[src/rtl/fseq_pkg.sv]
`timescale 1ns/1ps
package fseq_pkg;

  // address source chosen by the control for the current cycle
  typedef enum logic [1:0] {
    ADDR_PC        = 2'd0,
    ADDR_BOOT_HI   = 2'd1,
    ADDR_BOOT_LO   = 2'd2,
    ADDR_BOOT_BANK = 2'd3
  } addrSel_e;

  typedef enum logic [2:0] {
    S_BOOT_HI   = 3'd0,
    S_BOOT_LO   = 3'd1,
    S_BOOT_BANK = 3'd2,
    S_OPCODE    = 3'd3,
    S_ARG       = 3'd4,
    S_ISSUE     = 3'd5,
    S_WAIT      = 3'd6,
    S_HALT      = 3'd7
  } seqState_e;

  // strobes from control to datapath
  typedef struct packed {
    addrSel_e addrSel;
    logic     capHi;
    logic     capLo;
    logic     capBank;
    logic     capOpcode;
    logic     capArg;
    logic     pcInc;
  } ctrlStrobes_t;

endpackage

[src/rtl/fseq_len_dec.sv]
`timescale 1ns/1ps
module fseq_len_dec #(
  parameter int DATA_W = 8,
  parameter int LEN_W  = 2,
  parameter logic [DATA_W-1:0] ONE_ARG_MIN = 8'h50,
  parameter logic [DATA_W-1:0] TWO_ARG_MIN = 8'hB0
) (
  input  logic [DATA_W-1:0] opcode,
  output logic [LEN_W-1:0]  argCount
);

  // thresholds compared from the top down; a code at or above the upper one wins
  always_comb begin
    if (opcode >= TWO_ARG_MIN)      argCount = LEN_W'(2);
    else if (opcode >= ONE_ARG_MIN) argCount = LEN_W'(1);
    else                            argCount = '0;
  end

endmodule

[src/rtl/fseq_ctrl.sv]
`timescale 1ns/1ps
module fseq_ctrl
  import fseq_pkg::*;
#(
  parameter int LEN_W = 2
) (
  input  logic             clk,
  input  logic             rstN,
  input  logic [LEN_W-1:0] inLen,
  input  logic             inHalt,
  input  logic [LEN_W-1:0] regLen,
  input  logic             execDone,
  output ctrlStrobes_t     strobes,
  output logic [LEN_W-1:0] argIdx,
  output logic             execStart,
  output logic             execClear,
  output logic             bootDone,
  output logic             halted,
  output logic             waitDone
);

  seqState_e        state, stateNext;
  logic [LEN_W-1:0] argCnt, argCntNext;

  always_ff @(posedge clk or negedge rstN) begin
    if (!rstN) begin
      state  <= S_BOOT_HI;
      argCnt <= '0;
    end else begin
      state  <= stateNext;
      argCnt <= argCntNext;
    end
  end

  always_comb begin
    strobes         = '0;
    strobes.addrSel = ADDR_PC;
    execStart       = 1'b0;
    stateNext       = state;
    argCntNext      = argCnt;
    case (state)
      S_BOOT_HI: begin
        strobes.addrSel = ADDR_BOOT_HI;
        strobes.capHi   = 1'b1;
        stateNext       = S_BOOT_LO;
      end
      S_BOOT_LO: begin
        strobes.addrSel = ADDR_BOOT_LO;
        strobes.capLo   = 1'b1;
        stateNext       = S_BOOT_BANK;
      end
      S_BOOT_BANK: begin
        strobes.addrSel = ADDR_BOOT_BANK;
        strobes.capBank = 1'b1;
        stateNext       = S_OPCODE;
      end
      S_OPCODE: begin
        strobes.capOpcode = 1'b1;
        strobes.pcInc     = 1'b1;
        argCntNext        = '0;
        if (inHalt)               stateNext = S_HALT;
        else if (inLen == '0)     stateNext = S_ISSUE;
        else                      stateNext = S_ARG;
      end
      S_ARG: begin
        strobes.capArg = 1'b1;
        strobes.pcInc  = 1'b1;
        if (argCnt + LEN_W'(1) == regLen) stateNext = S_ISSUE;
        else argCntNext = argCnt + LEN_W'(1);
      end
      S_ISSUE: begin
        execStart = 1'b1;
        stateNext = S_WAIT;
      end
      S_WAIT: begin
        if (execDone) stateNext = S_OPCODE;
      end
      S_HALT: stateNext = S_HALT;
      default: stateNext = S_BOOT_HI;
    endcase
  end

  assign argIdx    = argCnt;
  assign execClear = (state == S_BOOT_HI);
  assign bootDone  = !(state inside {S_BOOT_HI, S_BOOT_LO, S_BOOT_BANK});
  assign halted    = (state == S_HALT);
  assign waitDone  = (state == S_WAIT);

endmodule

[src/rtl/fseq_dp.sv]
`timescale 1ns/1ps
module fseq_dp
  import fseq_pkg::*;
#(
  parameter int ADDR_W   = 12,
  parameter int DATA_W   = 8,
  parameter int MAX_ARGS = 2,
  parameter int LEN_W    = 2,
  parameter logic [DATA_W-1:0] SP_INIT = 8'hFF
) (
  input  logic                       clk,
  input  logic                       rstN,
  input  ctrlStrobes_t               strobes,
  input  logic [LEN_W-1:0]           argIdx,
  input  logic [DATA_W-1:0]          memDataIn,
  output logic [ADDR_W-1:0]          memAddr,
  output logic [DATA_W-1:0]          opcode,
  output logic [MAX_ARGS*DATA_W-1:0] args,
  output logic [ADDR_W-1:0]          pc,
  output logic [DATA_W-1:0]          bank,
  output logic [DATA_W-1:0]          sp
);

  localparam logic [ADDR_W-1:0] TOP_ADDR  = {ADDR_W{1'b1}};
  localparam logic [ADDR_W-1:0] BANK_ADDR = TOP_ADDR;
  localparam logic [ADDR_W-1:0] LO_ADDR   = TOP_ADDR - ADDR_W'(1);
  localparam logic [ADDR_W-1:0] HI_ADDR   = TOP_ADDR - ADDR_W'(2);

  logic [DATA_W-1:0] hiQ, loQ;

  always_comb begin
    case (strobes.addrSel)
      ADDR_BOOT_HI:   memAddr = HI_ADDR;
      ADDR_BOOT_LO:   memAddr = LO_ADDR;
      ADDR_BOOT_BANK: memAddr = BANK_ADDR;
      default:        memAddr = pc;
    endcase
  end

  always_ff @(posedge clk or negedge rstN) begin
    if (!rstN) begin
      hiQ    <= '0;
      loQ    <= '0;
      bank   <= '0;
      sp     <= '0;
      pc     <= '0;
      opcode <= '0;
    end else begin
      if (strobes.capHi) hiQ <= memDataIn;
      if (strobes.capLo) loQ <= memDataIn;
      if (strobes.capBank) begin
        bank <= memDataIn;
        sp   <= SP_INIT;
        pc   <= ADDR_W'({hiQ, loQ});
      end else if (strobes.pcInc) begin
        pc <= pc + ADDR_W'(1);
      end
      if (strobes.capOpcode) opcode <= memDataIn;
    end
  end

  for (genvar g = 0; g < MAX_ARGS; g++) begin : gArg
    logic [DATA_W-1:0] argQ;
    always_ff @(posedge clk or negedge rstN) begin
      if (!rstN)                                          argQ <= '0;
      else if (strobes.capOpcode)                         argQ <= '0;
      else if (strobes.capArg && argIdx == LEN_W'(g))     argQ <= memDataIn;
    end
    assign args[g*DATA_W +: DATA_W] = argQ;
  end

endmodule

[src/rtl/fetch_seq.sv]
`timescale 1ns/1ps
module fetch_seq
  import fseq_pkg::*;
#(
  parameter int ADDR_W   = 12,
  parameter int DATA_W   = 8,
  parameter int MAX_ARGS = 2,
  parameter logic [DATA_W-1:0] ONE_ARG_MIN = 8'h50,
  parameter logic [DATA_W-1:0] TWO_ARG_MIN = 8'hB0,
  parameter logic [DATA_W-1:0] HALT_OP     = 8'h00,
  parameter logic [DATA_W-1:0] SP_INIT     = 8'hFF
) (
  input  logic                       clk,
  input  logic                       rstN,
  output logic [ADDR_W-1:0]          memAddr,
  output logic                       memRdWrN,
  output logic                       memDataOe,
  input  logic [DATA_W-1:0]          memDataIn,
  output logic                       execStart,
  output logic [DATA_W-1:0]          execOpcode,
  output logic [MAX_ARGS*DATA_W-1:0] execArgs,
  input  logic                       execDone,
  output logic                       execClear,
  output logic [ADDR_W-1:0]          fetchPc,
  output logic [DATA_W-1:0]          stackBank,
  output logic [DATA_W-1:0]          stackPtr,
  output logic                       bootDone,
  output logic                       halted
);

  localparam int LEN_W = $clog2(MAX_ARGS + 1);

  ctrlStrobes_t     strobes;
  logic [LEN_W-1:0] inLen, regLen, argIdx;
  logic             inHalt, waitDone;

  assign inHalt    = (memDataIn == HALT_OP);
  assign memRdWrN  = 1'b1;
  assign memDataOe = 1'b0;

  fseq_len_dec #(
    .DATA_W(DATA_W), .LEN_W(LEN_W),
    .ONE_ARG_MIN(ONE_ARG_MIN), .TWO_ARG_MIN(TWO_ARG_MIN)
  ) inDec_i (
    .opcode(memDataIn), .argCount(inLen)
  );

  fseq_len_dec #(
    .DATA_W(DATA_W), .LEN_W(LEN_W),
    .ONE_ARG_MIN(ONE_ARG_MIN), .TWO_ARG_MIN(TWO_ARG_MIN)
  ) regDec_i (
    .opcode(execOpcode), .argCount(regLen)
  );

  fseq_ctrl #(.LEN_W(LEN_W)) ctrl_i (
    .clk(clk), .rstN(rstN),
    .inLen(inLen), .inHalt(inHalt), .regLen(regLen), .execDone(execDone),
    .strobes(strobes), .argIdx(argIdx),
    .execStart(execStart), .execClear(execClear),
    .bootDone(bootDone), .halted(halted), .waitDone(waitDone)
  );

  fseq_dp #(
    .ADDR_W(ADDR_W), .DATA_W(DATA_W), .MAX_ARGS(MAX_ARGS),
    .LEN_W(LEN_W), .SP_INIT(SP_INIT)
  ) dp_i (
    .clk(clk), .rstN(rstN),
    .strobes(strobes), .argIdx(argIdx), .memDataIn(memDataIn),
    .memAddr(memAddr), .opcode(execOpcode), .args(execArgs),
    .pc(fetchPc), .bank(stackBank), .sp(stackPtr)
  );

endmodule

[config.mk]
export PLATFORM = sky130hd
export DESIGN_NAME = fetch_seq
export DESIGN_NICKNAME = d
export VERILOG_FILES = /design/src/rtl/fseq_pkg.sv /design/src/rtl/fseq_len_dec.sv /design/src/rtl/fseq_ctrl.sv /design/src/rtl/fseq_dp.sv /design/src/rtl/fetch_seq.sv
export SDC_FILE = /design/constraint.sdc
export NUM_CORES = 1
export LEC_CHECK = 0
export BUFFER_PORTS_ARGS = -buffer_cell sky130_fd_sc_hd__buf_2
export CAP_MARGIN = 20
export CORE_MARGIN = 2
export CORE_UTILIZATION = 50
export CTS_BUF_LIST = sky130_fd_sc_hd__clkbuf_4
export CTS_CLUSTER_SIZE = 30
export DETAILED_ROUTE_END_ITERATION = 16
export HOLD_SLACK_MARGIN = 0.08
export PLACE_DENSITY = 0.76
export SKIP_LAST_GASP = 1
export SYNTH_ARGS = -nofsm -noshare
export SYNTH_HDL_FRONTEND = slang
export SYNTH_SLANG_ARGS = --single-unit
[constraint.sdc]
create_clock -name clk -period 2.3 [get_ports clk]
set_clock_uncertainty 0.05 [all_clocks]
set_input_delay 0.115 -clock clk [delete_from_list [all_inputs] [get_ports clk]]
set_output_delay 0.115 -clock clk [all_outputs]
set_load 0.005 [all_outputs]
==> reports/metrics.cfg, run 1 <==
[final_layout]
diodes = 0
syn2layout_area_growth_pct = 20.2
nNetsFinal = 435
drive_gt1_frac = 0.329
final_util = 0.611

[timing]
setup_ws_ns = 0.130
hold_viol_final = 0
whs_ns = 0.255
rsz0062_at_grt = no
tns_ns = 0
drv_slew = 0
setup_viol = 0
period_minus_slack_ns = 2.17
finalCritPeriodShare = 0.943
max_clock_freq_ghz = 0.461
slew_headroom = 0.504
tightest_slew_ns = 0.743

[pwr]
design_power_total_w = 0.00508
p_leak_nw = 1.78
ir_drop_mv = 0.675
p_per_area_mw_per_mm2 = 1330

[yosys]
synthTopCellsByCount = 70 x nand2_1, 62 x dfrtp_1, 33 x a21oi_1, 20 x mux2_2, 13 x nor2_1
synth.most_common_cell = nand2_1
yosysTopAreaCell = dfrtp_1
ys_top_cells_by_area = dfrtp_1 49%, nand2_1 8.3%, mux2_2 7.1%
synth_cells = 337
ys_seq_area_frac = 0.489
synth-seq-cells = 62
syn-num-nets = 351
synth_area_sq_mm = 0.00317
avgSynthCellArea_sq_um = 9.42
async_flop_share = 1.00
synth_top_area_share = 0.489
ys_warn_count = 0
ys_types = 51
synth_flop_cell = dfrtp_1
synth_edf_count = 0

[detailed_routing]
drc = 0
viasPerCell = 5.50
drtIter0Drc = 221
wl_um = 7930
routedWlPerCell_um = 15.8
drtPass1Iterations = 5
vias = 2768
ant_nets = 0

[global_route]
antenna_found_initial = 0
track_usage = 0.237
grt_pass1_wl_um = 13200
grt_pass1_vias = 2628
grt_overflow = 0
grt_start_max_net_pins = 34

[die]
die_x_um = 83.7
die_h_um = 83.7
pin_count = 81
core_area_sq_mm = 0.00624
die-area_sq_mm = 0.00700
rows = 29
start_util = 0.508

[clock_network]
cts_post_setup_buffers_inserted = 0
clockBufferDepth = 2
htreeDepth = 3
cts-buffers-inserted = 9
cts_resized = 0
clockRootBuffer = clkbuf_4
path_clk_slew_ns = 0.11
clock_latency_ns = 0.40
cts.sinks = 62
hold_buffers = 10
cts_tree = built

[run_status]
status = finished, final reports clean

[placed_design]
port_buffers = 78
gp_congestion = 0.894
place_worst_setup_slack_ns = 0.376
hpwl_um = 5440

[worst_setup_path]
cp.required_ns = 2.13
worstSetupPathType = flop to primary output
cp-end-kind = primary output
cp_max_fo = 15
start_kind = flop
critPathArrivalTime_ns = 2.00

[job]
cap_violations = 0

[hold_path]
holdCritPathClass = input port to async pin

## sequential cells by signal (all words and copies together), names as in the netlist, named ones only
signal	count
dp_i.gArg.argQ	16
dp_i.sp	1
dp_i.hiQ	4
dp_i.opcode	8
ctrl_i.state	2
dp_i.bank	8
dp_i.loQ	8
dp_i.pc	12
ctrl_i.argIdx	2
## cells by family (layout without fill, tap and decap cells)
logic type | Yosys count | in the layout | share of synthesized area
AOI/OAI and AO/OA | 79 | 79 | 0.154
adders and majority gates | 3 | 3 | 0.0118
buffers and inverters | 32 | 121 | 0.0552
DFF | 62 | 62 | 0.489
muxes | 21 | 21 | 0.0741
other | 2 | 2 | 0.00237
and+or+nand+nor | 138 | 138 | 0.213
## through the flow
step / area (sq um) / cells
final: 3810 / 503
after global placement: 3580 / 477
after detailed placement: 3580 / 477
after floorplan: 3170 / 337
after CTS: 3810 / 503
after global routing: 3810 / 503
## final timing paths
path / to / cells past startpoint / start / slack [ns]
worst max-delay path: memAddr[5] / 5 / ctrl_i.state[1] / 0.13
worst min-delay path: dp_i.pc[4] / 2 / rstN / 0.25
worst max register to register: dp_i.gArg[1].argQ[4] / 5 / flop / 0.31
worst min register to register: dp_i.bank[3] / 2 / dp_i.bank[3] / 0.43
max in group asynchronous: dp_i.gArg[0].argQ[5] / 3 / rstN / 1.22
min in group clk: dp_i.bank[3] / 2 / dp_i.bank[3] / 0.43
## metal layers
layer / part of all wire / wire, um / up-vias / GRT usage
met5: 0 / 0 / - / 0
met4: 0.012 / 93 / 0 / 0.0806
met3: 0.067 / 530 / 8 / 0.0564
met2: 0.46 / 3650 / 109 / 0.352
met1: 0.46 / 3650 / 1311 / 0.343
li1: - / - / 1340 / -
## placed cells by master, fill, tap and decap left out, drive strengths merged, types with 6 or more instances in the layout
cell,Yosys,final
a21oi,33,33
and3,6,6
buf,22,87
clkbuf,2,9
dfrtp,62,62
dlygate4sd3,0,10
inv,8,8
mux2,20,20
nand2,70,70
nand3,8,8
nor2,15,15
nor4,7,7
o21ai,14,14
or2,10,10
## power breakdown
group	internal, W	total [W]	switching, W
registers	0.00156	0.00209	0.000528
logic	0.00112	0.00227	0.00115
clock network	0.000321	0.000722	0.000401
total	0.00300	0.00508	0.00208
## cell type report
| type | count | area [sq um] |
|---|---|---|
| fillers | 543 | 2430 |
| well taps | 77 | 96.3 |
| clock inverters | 7 | 65.1 |
| flip-flops and latches | 62 | 1550 |
| clock buffers | 9 | 67.6 |
| multi-input cells | 243 | 1450 |
| repair buffers | 97 | 558 |
| inverters | 8 | 30.0 |
## critical path, stage by stage (launching register included)
cell	delay [ns]
dfrtp_1	0.68
buf_4	0.26
a21oi_1	0.07
buf_4	0.20
or2_2	0.27
buf_2	0.13
(Power assumes the default switching activity.)
==> inputs of run 2 (changes only) <==
==> constraint.sdc (replaced) <==
create_clock -name clk -period 2.1 [get_ports clk]
set_clock_uncertainty 0.05 [all_clocks]
set_input_delay 0.105 -clock clk [delete_from_list [all_inputs] [get_ports clk]]
set_output_delay 0.105 -clock clk [all_outputs]
set_load 0.005 [all_outputs]
==> reports/metrics.cfg, run 2 (synthesis gave the netlist of run 1 again) <==
[run_status]
status = finished, final reports clean  ; unchanged

[timing]
setup_viol = 0  ; unchanged
max_clock_freq_ghz = 0.529
period_minus_slack_ns = 1.89
hold_viol_final = 0  ; unchanged
drv_slew = 0  ; unchanged
tns_ns = 0  ; unchanged
slew_headroom = 0.663  ; was 0.504
rsz0062_at_grt = no  ; unchanged
finalCritPeriodShare = 0.901
tightest_slew_ns = 0.505  ; was 0.743 ns

[clock_network]
clock_latency_ns = 0.41  ; was 0.40 ns
cts_tree = built  ; unchanged
cts.sinks = 62  ; unchanged
htreeDepth = 3  ; unchanged
path_clk_slew_ns = 0.11  ; about the same
clockBufferDepth = 2  ; unchanged
cts-buffers-inserted = 9  ; unchanged
clockRootBuffer = clkbuf_4  ; unchanged

[detailed_routing]
drc = 0  ; unchanged
viasPerCell = 5.71  ; was 5.50
drtPass1Iterations = 5  ; unchanged
ant_nets = 0  ; unchanged
drtIter0Drc = 253  ; was 221
wl_um = 8200  ; was 7930 um
vias = 2896  ; was 2768
routedWlPerCell_um = 16.2  ; was 15.8 um

[final_layout]
seq_area_sq_mm = 0.00155  ; about the same
reg.largest.list = dp_i.gArg.argQ: 16 flops, dp_i.pc: 12 flops  ; unchanged
final_cell_mix = 78 x buf_2, 70 x nand2_1, 60 x dfrtp_1  ; was 78 x buf_2, 70 x nand2_1, 62 x dfrtp_1
multiInputGateArea_sq_mm = 0.00145  ; unchanged
layout_commonest_cell = buf_2  ; unchanged
nNetsFinal = 439  ; was 435
n_fill_cell = 523  ; was 543
syn2layout_area_growth_pct = 22.9  ; was 20.2%
top_register = dp_i.gArg.argQ  ; unchanged
layout.cells.non_filler = 507  ; was 503
diodes = 0  ; unchanged
largest_register_ffs = 16  ; unchanged
drive_gt1_frac = 0.344  ; was 0.329

[placed_design]
hpwl_um = 5510  ; was 5440 um
gp_congestion = 0.899  ; was 0.894
dp_cells = 478  ; was 477
port_buffers = 78  ; unchanged

[die]
die_x_um = 83.7  ; unchanged
die_h_um = 83.7  ; unchanged
die-area_sq_mm = 0.00700  ; unchanged
core_area_sq_mm = 0.00624  ; unchanged
pin_count = 81  ; unchanged
start_util = 0.508  ; unchanged
rows = 29  ; unchanged

[worst_setup_path]
start_kind = flop  ; unchanged
cp-end-kind = primary output  ; unchanged
worstSetupPathType = flop to primary output  ; unchanged
cp_max_fo = 9  ; was 15
critPathArrivalTime_ns = 1.74  ; was 2.00 ns
cp.required_ns = 1.95  ; was 2.13 ns

[pwr]
p_clk_frac = 0.164  ; was 0.142
ir_drop_mv = 0.745  ; was 0.675 mV
p_sw_w = 0.00234  ; was 0.00208 W
power_frac_seq = 0.390  ; was 0.412
p_leak_nw = 1.82  ; was 1.78 nW
combPwrFrac = 0.446  ; about the same
power.internal_w = 0.00350  ; was 0.00300 W
p_sw_frac = 0.401  ; was 0.409
p_per_area_mw_per_mm2 = 1500  ; was 1330 mW/mm^2

[global_route]
grt_pass1_wl_um = 13400  ; was 13200 um
grt_pass1_vias = 2764  ; was 2628
grt_start_max_net_pins = 63  ; was 34
antenna_found_initial = 0  ; unchanged
grt_overflow = 0  ; unchanged
track_usage = 0.242  ; was 0.237

[hold_path]
holdCritPathClass = input port to async pin  ; unchanged

[job]
cap_violations = 0  ; unchanged

## run 2: cell types whose count changed in the layout (fill, tap and decap cells not counted)
cell	change
clkinvlp_4	-2
clkinv_2	+1
clkinv_4	+1
dfrtp_2	+2
bufinv_16	+1
buf_12	+2
clkinv_1	-2
clkbuf_4	+1
dfrtp_1	-2
buf_4	+2
## run 2: timing repair
item                       in CTS  in global routing
setup endpoints to repair       9                  9
hold buffers                   10                  0
resized for setup               1                  1
buffers inserted                0                  3
hold endpoints to repair      109                  0
## run 2: path summary, 6_finish.rpt
kind / depth (start not counted) / slack (ns) / from / endpoint
min in group clk: 2 / 0.44 / dp_i.bank[3] / dp_i.bank[3]
max: 4 / 0.21 / ctrl_i.state[1] / memAddr[1]
min reg2reg: 2 / 0.44 / dp_i.bank[3] / dp_i.bank[3]
max reg2reg: 7 / 0.23 / ctrl_i.state[1] / dp_i.gArg[1].argQ[4]
min: 3 / 0.17 / rstN / dp_i.pc[4]
max in group asynchronous: 3 / 1.54 / rstN / ctrl_i.state[0]
## run 2: through the flow
step           hold slack (ns)   util  setup slack [ns]  area (sq um)  power, W
2_1_floorplan           -0.241      -             0.456          3170   0.00379
3_3_place_gp            0.0868  0.579             0.285          3610   0.00471
3_5_place_dp            0.0886  0.579             0.235          3610   0.00482
4_1_cts                  0.176  0.621            0.0705          3880   0.00580
5_1_grt                  0.178  0.625            0.0916          3900   0.00627
6_report                 0.165  0.625             0.209          3900   0.00583
## run 2: critical path: stages (launching register included)
cell	delay (ns)
dfrtp_2	0.46
buf_4	0.18
nor3_2	0.42
nor2_1	0.11
buf_2	0.15
## run 2: power groups by stage
stage               clock [W]  sequential [W]  combinational (W)
floorplan                   0         0.00213            0.00167
global placement            0         0.00227            0.00245
detailed placement          0         0.00230            0.00252
CTS                  0.000966         0.00228            0.00255
global route          0.00102         0.00235            0.00290
finish               0.000959         0.00227            0.00260
## run 2: area by class of cell
type	count	share of cell area
flip-flops and latches	62	0.398
multi-input cells	243	0.371
well taps	77	0.0247
clock buffers	10	0.0192
inverters	8	0.00770
repair buffers	101	0.157
clock inverters	6	0.0221
## run 2: per-layer routing
metal / part of all wire / routed length (um) / vias to the layer above / track usage
met5: 0 / 0 / - / 0
met4: 0.024 / 194 / 0 / 0.0997
met3: 0.072 / 594 / 25 / 0.0534
met2: 0.48 / 3950 / 139 / 0.388
met1: 0.42 / 3470 / 1387 / 0.321
li1: - / - / 1345 / -
==> inputs of run 3 (changes only) <==
--- a/config.mk
+++ b/config.mk
@@ -5,16 +5,15 @@
 export SDC_FILE = /design/constraint.sdc
 export NUM_CORES = 1
 export LEC_CHECK = 0
-export BUFFER_PORTS_ARGS = -buffer_cell sky130_fd_sc_hd__buf_2
-export CAP_MARGIN = 20
 export CORE_MARGIN = 2
 export CORE_UTILIZATION = 50
 export CTS_BUF_LIST = sky130_fd_sc_hd__clkbuf_4
 export CTS_CLUSTER_SIZE = 30
 export DETAILED_ROUTE_END_ITERATION = 16
+export DONT_BUFFER_PORTS = 1
 export HOLD_SLACK_MARGIN = 0.08
-export PLACE_DENSITY = 0.76
 export SKIP_LAST_GASP = 1
 export SYNTH_ARGS = -nofsm -noshare
 export SYNTH_HDL_FRONTEND = slang
 export SYNTH_SLANG_ARGS = --single-unit
+export TNS_END_PERCENT = 5
==> reports/metrics.cfg, run 3 (synthesis gave the netlist of run 1 again) <==
[run_status]
status = finished, final reports clean  ; unchanged

[global_route]
grt_start_max_net_pins = 63  ; unchanged
grt_pass1_vias = 2474  ; was 2764
grt_pass1_wl_um = 13300  ; was 13400 um
antenna_found_initial = 0  ; unchanged
grt_overflow = 0  ; unchanged
track_usage = 0.239  ; was 0.242

[final_layout]
drive_gt1_frac = 0.196  ; was 0.344
reg.largest.list = dp_i.gArg.argQ: 16 flops, dp_i.pc: 12 flops  ; unchanged
n_fill_cell = 560  ; was 523
syn2layout_area_growth_pct = 11.2  ; was 22.9%
diodes = 0  ; unchanged
multiInputGateArea_sq_mm = 0.00145  ; unchanged
top_register = dp_i.gArg.argQ  ; unchanged
largest_register_ffs = 16  ; unchanged
layout_commonest_cell = nand2_1  ; was buf_2
final_cell_mix = 70 x nand2_1, 61 x dfrtp_1, 33 x a21oi_1  ; was 78 x buf_2, 70 x nand2_1, 60 x dfrtp_1
nNetsFinal = 361  ; was 439
seq_area_sq_mm = 0.00155  ; about the same

[clock_network]
clock_latency_ns = 0.40  ; was 0.41 ns
path_clk_slew_ns = 0.12  ; was 0.11 ns
htreeDepth = 3  ; unchanged
clockBufferDepth = 2  ; unchanged
clockRootBuffer = clkbuf_4  ; unchanged
cts.sinks = 62  ; unchanged
cts_tree = built  ; unchanged
cts-buffers-inserted = 9  ; unchanged

[worst_setup_path]
cp-end-kind = primary output  ; unchanged
start_kind = flop  ; unchanged
crit_slowest_cell = dfrtp_1  ; was dfrtp_2
critPathMaxStageDelay_ns = 0.68  ; was 0.46 ns
cp.required_ns = 1.95  ; about the same
cp_max_fo = 14  ; was 9
path_buf_inv = 1  ; was 2
critPathArrivalTime_ns = 1.80  ; was 1.74 ns
cp_top_family = flip-flops  ; was simple AND/OR/NAND/NOR gates
path_cells = a21oi_1 > buf_4 > or2_2  ; was buf_4 > nor3_2 > nor2_1 > buf_2
worstSetupPathType = flop to primary output  ; unchanged
r2r_setup_slack_ns = 0.21  ; was 0.23 ns
reg2reg_depth = 6  ; was 7
path_depth = 3  ; was 4

[die]
rows = 29  ; unchanged
die_x_um = 83.7  ; unchanged
pin_count = 81  ; unchanged
die_h_um = 83.7  ; unchanged
start_util = 0.508  ; unchanged
die-area_sq_mm = 0.00700  ; unchanged
core_area_sq_mm = 0.00624  ; unchanged

[detailed_routing]
drtPass1Iterations = 5  ; unchanged
vias = 2563  ; was 2896
viasPerCell = 5.97  ; was 5.71
wl_um = 8110  ; was 8200 um
drc = 0  ; unchanged
ant_nets = 0  ; unchanged
drtIter0Drc = 122  ; was 253
routedWlPerCell_um = 18.9  ; was 16.2 um

[hold_path]
holdCritPathClass = input port to async pin  ; unchanged

[placed_design]
port_buffers = 0  ; was 78
hpwl_um = 5330  ; was 5510 um
gp_congestion = 0.831  ; was 0.899

[timing]
setup_viol = 0  ; unchanged
drv_slew = 0  ; unchanged
tns_ns = 0  ; unchanged
tightest_slew_ns = 0.508  ; was 0.505 ns
hold_viol_final = 0  ; unchanged
slew_headroom = 0.661  ; was 0.663
finalCritPeriodShare = 0.931  ; was 0.901
period_minus_slack_ns = 1.96  ; was 1.89 ns
max_clock_freq_ghz = 0.511  ; was 0.529 GHz
rsz0062_at_grt = no  ; unchanged

[pwr]
p_per_area_mw_per_mm2 = 1540  ; was 1500 mW/mm^2
p_leak_nw = 1.51  ; was 1.82 nW
ir_drop_mv = 0.831  ; was 0.745 mV
design_power_total_w = 0.00542  ; was 0.00583 W

[job]
cap_violations = 0  ; unchanged

run 3: changes by cell type in the layout (fill, tap and decap cells not counted):
cell / change
clkinv_2: -2
clkinvlp_4: -1
buf_16: +1
clkinv_4: +1
buf_2: -78
dfrtp_2: -1
buf_12: -1
clkbuf_4: -1
inv_6: +3
dfrtp_1: +1
run 3: final timing paths:
path,end,start
setup / recovery,memAddr[4],ctrl_i.state[1]
hold / removal,dp_i.pc[0],rstN
setup reg to reg,dp_i.pc[10],ctrl_i.state[1]
hold reg to reg,dp_i.bank[4],dp_i.bank[4]
max in group asynchronous,dp_i.gArg[1].argQ[2],rstN
min in group clk,flop,execDone
run 3: layout make-up:
type	instances	share of cell area
inverters	8	0.00851
flip-flops and latches	62	0.440
clock inverters	7	0.0294
well taps	77	0.0273
clock buffers	9	0.0192
multi-input cells	243	0.410
repair buffers	23	0.0653
run 3: power by group:
group	switching, W	internal [W]	total [W]
Clock	0.000506	0.000499	0.00101
Combinational	0.00111	0.000949	0.00206
Sequential	0.000645	0.00171	0.00236
run 3: worst register-to-register path, cell delays in order, from the launching register on:
cell and delay, ns:
dfrtp_1 0.68, buf_4 0.24, nor2b_1 0.28, nor2_2 0.08, buf_4 0.18, nor4_1 0.18
a221o_1 0.14
run 3: repair_timing:
action,in CTS,in global routing
gates resized for setup,0,1
buffers inserted,0,0
endpoints found under the setup margin,0,9
hold buffers,11,0
endpoints found under the hold margin,109,0
run 3: per-layer routing:
| metal | global-route usage | routed length (um) | vias to the layer above |
|---|---|---|---|
| met3 | 0.0712 | 591 | 17 |
| met4 | 0.0733 | 153 | 0 |
| met1 | 0.320 | 3510 | 1241 |
| li1 | - | - | 1200 |
| met5 | 0 | 0 | - |
| met2 | 0.375 | 3850 | 105 |
run 3: stage by stage:
| step | instances | util | hold WS, ns | cell area, sq um | setup slack, ns |
|---|---|---|---|---|---|
| finish | 429 | 0.565 | 0.176 | 3530 | 0.144 |
| global route | 429 | 0.565 | 0.190 | 3530 | 0.0500 |
| CTS | 429 | 0.565 | 0.173 | 3530 | 0.0484 |
| detailed placement | 402 | 0.517 | -0.239 | 3230 | 0.184 |
| global placement | 402 | 0.517 | -0.239 | 3230 | 0.223 |
| floorplan | 337 | - | -0.241 | 3170 | 0.456 |
